$ cat src/rtl/scl_pkg.sv
package scl_pkg;

  typedef enum logic [1:0] {
    RSP_HIT    = 2'd0,
    RSP_RESCUE = 2'd1,
    RSP_FILL   = 2'd2,
    RSP_EVICT  = 2'd3
  } rsp_code_e;

  // strobes from control to list datapath
  typedef struct packed {
    logic actInsert;  // place request tag at direct head
    logic demote;     // direct tail leaves the direct list
    logic scRemove;   // remove one standby entry
    logic scRemTail;  // 1: remove standby tail, 0: remove matched entry
    logic scPush;     // demoted tag enters standby head
    logic evict;      // capture victim tag
  } list_ops_t;

endpackage

$ cat src/rtl/scl_lists.sv
module scl_lists
  import scl_pkg::*;
#(
  parameter int TAG_W = 4,
  parameter int ACT_N = 3,
  parameter int SC_N  = 2,
  localparam int SC_D = (SC_N > 0) ? SC_N : 1,
  localparam int AIW  = $clog2(ACT_N + 1),
  localparam int SIW  = $clog2(SC_D + 1),
  localparam int SXW  = (SC_D > 1) ? $clog2(SC_D) : 1
) (
  input  logic             clk,
  input  logic             rstN,
  input  logic [TAG_W-1:0] reqTag,
  input  list_ops_t        ops,
  output logic             actHit,
  output logic             scHit,
  output logic             actFull,
  output logic             scFull,
  output logic [AIW-1:0]   actCnt,
  output logic [SIW-1:0]   scCnt,
  output logic [TAG_W-1:0] victimTag
);

  logic [TAG_W-1:0] actQ [ACT_N];
  logic [TAG_W-1:0] scQ  [SC_D];
  logic [TAG_W-1:0] actN [ACT_N];
  logic [TAG_W-1:0] scRem[SC_D];
  logic [TAG_W-1:0] scN  [SC_D];
  logic [AIW-1:0]   actCntN;
  logic [SIW-1:0]   scCntN;
  logic [ACT_N-1:0] actMatch;
  logic [SC_D-1:0]  scMatch;
  logic [SXW-1:0]   scHitIdx;
  logic [SXW-1:0]   remIdx;
  logic [TAG_W-1:0] victimSrc;
  logic [TAG_W-1:0] demotedTag;

  // parallel lookup in both lists
  for (genvar g = 0; g < ACT_N; g++) begin : g_actMatch
    assign actMatch[g] = (AIW'(g) < actCnt) && (actQ[g] == reqTag);
  end

  for (genvar g = 0; g < SC_D; g++) begin : g_scMatch
    assign scMatch[g] = (SC_N > 0) && (SIW'(g) < scCnt) && (scQ[g] == reqTag);
  end

  always_comb begin
    scHitIdx = '0;
    for (int i = 0; i < SC_D; i++) begin
      if (scMatch[i]) scHitIdx = SXW'(i);
    end
  end

  assign actHit     = |actMatch;
  assign scHit      = |scMatch;
  assign actFull    = (actCnt == AIW'(ACT_N));
  assign scFull     = (SC_N == 0) || (scCnt == SIW'(SC_D));
  assign demotedTag = actQ[ACT_N-1];
  assign remIdx     = ops.scRemTail ? SXW'(SC_D - 1) : scHitIdx;

  // victim source: standby tail, or direct tail when there is no standby list
  if (SC_N > 0) begin : g_vicStandby
    assign victimSrc = scQ[SC_D-1];
  end else begin : g_vicDirect
    assign victimSrc = actQ[ACT_N-1];
  end

  // direct list next state: shift towards the tail on insertion
  always_comb begin
    actN    = actQ;
    actCntN = actCnt;
    if (ops.actInsert) begin
      for (int i = 1; i < ACT_N; i++) actN[i] = actQ[i-1];
      actN[0] = reqTag;
      if (!ops.demote) actCntN = actCnt + AIW'(1);
    end
  end

  // standby list next state: removal first, then push at head
  always_comb begin
    scRem  = scQ;
    scCntN = scCnt;
    if (ops.scRemove) begin
      for (int i = 0; i < SC_D - 1; i++) begin
        if (SXW'(i) >= remIdx) scRem[i] = scQ[i+1];
      end
      scCntN = scCntN - SIW'(1);
    end
    scN = scRem;
    if (ops.scPush) begin
      for (int i = 1; i < SC_D; i++) scN[i] = scRem[i-1];
      scN[0] = demotedTag;
      scCntN = scCntN + SIW'(1);
    end
  end

  always_ff @(posedge clk) begin
    if (!rstN) begin
      for (int i = 0; i < ACT_N; i++) actQ[i] <= '0;
      for (int i = 0; i < SC_D; i++)  scQ[i]  <= '0;
      actCnt    <= '0;
      scCnt     <= '0;
      victimTag <= '0;
    end else begin
      actQ   <= actN;
      scQ    <= scN;
      actCnt <= actCntN;
      scCnt  <= scCntN;
      if (ops.evict) victimTag <= victimSrc;
    end
  end

endmodule

$ cat src/rtl/scl_ctrl.sv
module scl_ctrl
  import scl_pkg::*;
#(
  parameter int SC_N = 2
) (
  input  logic       clk,
  input  logic       rstN,
  input  logic       reqValid,
  input  logic       actHit,
  input  logic       scHit,
  input  logic       actFull,
  input  logic       scFull,
  output list_ops_t  ops,
  output logic       rspValid,
  output rsp_code_e  rspCode,
  output logic       victimValid
);

  logic fault, rescue, demote, evict;
  rsp_code_e codeNext;

  assign fault  = reqValid && !actHit;
  assign rescue = fault && scHit;
  assign demote = fault && actFull;
  assign evict  = fault && !scHit && actFull && scFull;

  always_comb begin
    ops.actInsert = fault;
    ops.demote    = demote;
    ops.scRemove  = rescue || (evict && (SC_N > 0));
    ops.scRemTail = !rescue;
    ops.scPush    = demote && (SC_N > 0);
    ops.evict     = evict;
  end

  always_comb begin
    if (!fault)      codeNext = RSP_HIT;
    else if (rescue) codeNext = RSP_RESCUE;
    else if (evict)  codeNext = RSP_EVICT;
    else             codeNext = RSP_FILL;
  end

  always_ff @(posedge clk) begin
    if (!rstN) begin
      rspValid    <= 1'b0;
      rspCode     <= RSP_HIT;
      victimValid <= 1'b0;
    end else begin
      rspValid    <= reqValid;
      rspCode     <= codeNext;
      victimValid <= evict;
    end
  end

endmodule

$ cat src/rtl/scl_page_mgr.sv
module scl_page_mgr
  import scl_pkg::*;
#(
  parameter int TAG_W = 4,
  parameter int ACT_N = 3,
  parameter int SC_N  = 2
) (
  input  logic             clk,
  input  logic             rstN,
  input  logic             reqValid,
  input  logic [TAG_W-1:0] reqTag,
  output logic             rspValid,
  output logic [1:0]       rspCode,
  output logic             victimValid,
  output logic [TAG_W-1:0] victimTag
);

  localparam int SC_D = (SC_N > 0) ? SC_N : 1;
  localparam int AIW  = $clog2(ACT_N + 1);
  localparam int SIW  = $clog2(SC_D + 1);

  list_ops_t      ops;
  rsp_code_e      codeQ;
  logic           actHit, scHit, actFull, scFull;
  logic [AIW-1:0] actCnt;
  logic [SIW-1:0] scCnt;

  scl_lists #(.TAG_W(TAG_W), .ACT_N(ACT_N), .SC_N(SC_N)) u_lists (
    .clk      (clk),
    .rstN     (rstN),
    .reqTag   (reqTag),
    .ops      (ops),
    .actHit   (actHit),
    .scHit    (scHit),
    .actFull  (actFull),
    .scFull   (scFull),
    .actCnt   (actCnt),
    .scCnt    (scCnt),
    .victimTag(victimTag)
  );

  scl_ctrl #(.SC_N(SC_N)) u_ctrl (
    .clk        (clk),
    .rstN       (rstN),
    .reqValid   (reqValid),
    .actHit     (actHit),
    .scHit      (scHit),
    .actFull    (actFull),
    .scFull     (scFull),
    .ops        (ops),
    .rspValid   (rspValid),
    .rspCode    (codeQ),
    .victimValid(victimValid)
  );

  assign rspCode = codeQ;

endmodule

$ cat config.mk
export PLATFORM = sky130hd
export DESIGN_NAME = scl_page_mgr
export DESIGN_NICKNAME = d
export VERILOG_FILES = /design/src/rtl/scl_pkg.sv /design/src/rtl/scl_lists.sv /design/src/rtl/scl_ctrl.sv /design/src/rtl/scl_page_mgr.sv
export SDC_FILE = /design/constraint.sdc
export NUM_CORES = 1
export LEC_CHECK = 0
export BUFFER_PORTS_ARGS = -buffer_cell sky130_fd_sc_hd__buf_4
export CAP_MARGIN = 15
export CORE_ASPECT_RATIO = 1.25
export CORE_MARGIN = 5
export CORE_UTILIZATION = 50
export CTS_BUF_LIST = sky130_fd_sc_hd__clkbuf_4 sky130_fd_sc_hd__clkbuf_8 sky130_fd_sc_hd__clkbuf_16
export CTS_CLUSTER_SIZE = 10
export DETAILED_ROUTE_END_ITERATION = 8
export GPL_TIMING_DRIVEN = 0
export PLACE_DENSITY = 0.78
export SKIP_LAST_GASP = 1
export SLEW_MARGIN = 10
export SYNTH_ARGS = -nofsm -noshare
export SYNTH_HDL_FRONTEND = slang
export SYNTH_HIERARCHICAL = 1
export SYNTH_SLANG_ARGS = --single-unit
$ cat constraint.sdc
create_clock -name clk -period 2.9 [get_ports clk]
set_input_delay 0 -clock clk [delete_from_list [all_inputs] [get_ports clk]]
set_output_delay 0 -clock clk [all_outputs]
set_load 0.05 [all_outputs]
==> flow_summary.yaml <==
outcome:
  status: "finished, final reports clean"
placed_design:
  dp_slack_ps: -27.11
  port_buffers: 10
  dp_hpwl_um: 2894
  gp_congestion: 0.8693
  placed_cell_area_sq_mm: 0.002016
  placed_cells: 258
drt:
  vias: 1522
  vias_per_cell: 5.679
  wl_per_cell_um: 15.41
  ant_nets: 0
  dr.pass1.iters: 4
  wl_um: 4130
  drtIter0Drc: 96
  drc: 0
floorplanning:
  chipHeight_um: 78.75
  core_area_sq_mm: 0.003722
  dieArea_sq_mm: 0.005119
  num_io_pins: 15
  start_util: 0.5079
  die_w_um: 65
  rows: 25
worst_setup_path:
  worstSetupEndpoint: "u_lists/victimSrc[1]"
  cp_max_fo: 10
  path_buf_inv: 3
  max_stage_delay_ps: 400
  ff2ff_path_depth: 13
  path_cells: "inv_1 > ha_1 > nor3b_4 > and2_4 > or2_4 > a21oi_1 > nor2_1 > clkbuf_2 > nor2b_4 > clkbuf_4 > o22ai_1 > a31oi_1 > o221ai_1"
  critPathCaptureType: "register"
  setup.worst_path.start: "u_lists/scCnt[1]"
  path_class: "reg -> reg"
  cp.depth: 13
  crit_slowest_cell: "dfxtp_1"
  r2r_setup_slack_ps: 240
  arrival_ps: 2820
  worstPathRequired_ps: 3070
  cp_top_family: "simple AND/OR/NAND/NOR gates"
  reg2reg_from: "u_lists/scCnt[1]"
  r2r-end: "u_lists/victimSrc[1]"
  start_kind: "register"
yosys:
  ys_types: 43
  yosysWarnings: 6
  ys_async_sr_fraction: 0
  syn_inst: 208
  synth-seq-area-share: 0.3388
  synth_ff_type: "dfxtp_1"
  ys_ff_latch: 32
  synth_edf_count: 0
  mappedNetlistArea_sq_mm: 0.001891
  synth.net_count: 220
  avgSynthCellArea_sq_um: 9.089
global_routing:
  overflow: 0
  antenna_found_initial: 0
  grt_pass1_wl_um: 6996
  grt_pass1_vias: 1524
  grt_usage: 0.1777
  grt_max_degree: 11
sta:
  worst_slew_pin_slew_ps: 502.2
  max_slew_margin: 0.6609
  slew_viol_final: 0
  timing_hold_violations_final: 0
  setup_ws_ps: 243.1
  period_minus_slack_ps: 2657
  finClkSkew_ps: 7.376
  period_share: 0.9162
  max_freq_ghz: 0.3764
  setup_viol: 0
  rsz0062_at_grt: "false"
  tns_ps: 0
cts:
  cts_tree: "yes"
  cts_made_buffers: 5
  root_buffer: "clkbuf_8"
  ctsLongestPathBuffers: 2
  clk_pin_slew_ps: 70
  cts_sinks: 32
  clkLatencyLatePin_ps: 290
  htree_levels: 2
finish:
  nFillCells: 334
  layout-drive-gt1-share: 0.2237
  nets: 239
  syn2layout_area_growth_pct: 14.89
  diodes: 0
  fin_cells: 268
  final_area_sq_mm: 0.002172
power_and_ir_drop:
  vdd.ir_drop.worst_mv: 0.3112
  p_per_area_mw_per_mm2: 483.7
  p_leak_nw: 0.8374
  total_power_mw: 1.051
hold_path:
  hold_path_class: "in -> reg"
  hold_start: "reqTag[3]"
job:
  drv_cap: 0
## worst register-to-register path: stages (launching register included)
cell and delay (ps):
dfxtp_1 400, inv_1 150, ha_1 270, nor3b_4 220
and2_4 220, or2_4 150, a21oi_1 60, nor2_1 90
clkbuf_2 210, nor2b_4 200, clkbuf_4 200, o22ai_1 90
a31oi_1 150, o221ai_1 120
## cell usage in the layout, fill, tap and decap left out, types with 3 or more instances in the layout
cell      synthesis  layout
xor2_1           10      10
ha_1              5       5
dfxtp_1          32      32
buf_4             4      15
nand2_1           7       7
buf_2             4       3
buf_6             6       6
o22ai_1           4       4
inv_1            13      13
nor2_1           28      28
nand3_1          11      11
o221ai_1          4       4
nor3_1            5       5
a221o_1           4       4
clkbuf_8          0       7
a31oi_1           4       4
xnor2_1          11      11
buf_1             3       3
and2_1            3       3
mux2i_1          16      16
## worst min-delay path by stage
stage / end / cells past startpoint
floorplan: u_ctrl/rspValid / 1
CTS: u_lists/actQ[11] / 3
global placement: u_ctrl/rspValid / 2
global route: u_ctrl/rspValid / 2
finish: u_lists/actQ[11] / 3
detailed placement: u_ctrl/rspValid / 2
## layer usage
metal	part of all wire	global-route usage	up-vias	wire (um)
li1	-	-	758	-
met1	0.40	0.2007	724	1646
met2	0.52	0.3060	32	2168
met3	0.051	0.03678	8	211
met4	0.025	0.1015	0	104
met5	0	0	-	0
## flip-flops by register name (all words and copies together) (netlist names)
name	flops
u_lists/scQ	4
u_ctrl/victimValid	1
u_lists/actQ	8
u_ctrl/rspCode	2
u_lists/victimTag	4
u_lists/victimSrc	4
u_ctrl/rspValid	1
u_lists/actCnt	2
u_lists/scCnt	2
u_lists/demotedTag	4
## cells in the mapped netlist (3+ instances only)
cell | n | area, sq um
mux2i_1 | 16 | 160.2
buf_1 | 3 | 11.26
xnor2_1 | 11 | 96.34
a221o_1 | 4 | 40.04
xor2_1 | 10 | 87.58
buf_6 | 6 | 67.56
nor2_1 | 28 | 105.1
nor2b_1 | 3 | 18.77
a31oi_1 | 4 | 25.02
buf_2 | 4 | 20.02
buf_4 | 4 | 30.03
nand2_1 | 7 | 26.28
dfxtp_1 | 32 | 640.6
inv_1 | 13 | 48.80
o221ai_1 | 4 | 35.03
ha_1 | 5 | 62.56
o22ai_1 | 4 | 25.02
nor3_1 | 5 | 25.02
and2_1 | 3 | 18.77
nand3_1 | 11 | 55.05
## area by class of cell
type,instances,area (sq um),share of cell area
sequential,32,640.6,0.2949
tap,40,50.05,0.02304
inverter,15,56.30,0.02592
buffer,18,136.4,0.06279
clock buffer,7,96.34,0.04435
timing repair buffer,12,92.59,0.04263
multi-input combinational,143,1070,0.4925
clock inverter,1,30.03,0.01382
## kinds of logic (layout without fill, tap and decap cells)
group	after synthesis	in the layout	share of synthesized area
buffers and inverters	33	53	0.1006
AND/OR/NAND/NOR	70	70	0.2019
multiplexers	16	16	0.08471
XOR/XNOR	22	22	0.1059
AO/OA/AOI/OAI	30	30	0.1350
adder cells (fa/ha/maj)	5	5	0.03309
flip-flops	32	32	0.3388
## per-stage QoR
| stage | util | hold slack (ps) |
|---|---|---|
| after floorplan | - | 121.7 |
| after global placement | 0.5415 | 239.7 |
| after detailed placement | 0.5415 | 242.3 |
| after CTS | 0.5802 | 4.590 |
| after global routing | 0.5835 | 31.49 |
| final | 0.5835 | 2.012 |
## report_power, final
group | total [mW] | switching [mW] | internal (mW) | leakage (nW)
registers | 0.463 | 0.0109 | 0.452 | 0.260
clock network | 0.474 | 0.171 | 0.303 | 0.0645
logic | 0.113 | 0.0630 | 0.0503 | 0.513
total | 1.05 | 0.245 | 0.806 | 0.837
## timing repair
| action | CTS | global route |
|---|---|---|
| endpoints found under the setup margin | 2 | 4 |
| pin swaps | 1 | 0 |
| hold endpoints to repair | 1 | 0 |
| buffers inserted | 1 | 0 |
| resized for setup | 0 | 4 |
| hold buffers | 1 | 0 |
No activity file was read; power rests on OpenSTA's default activity.
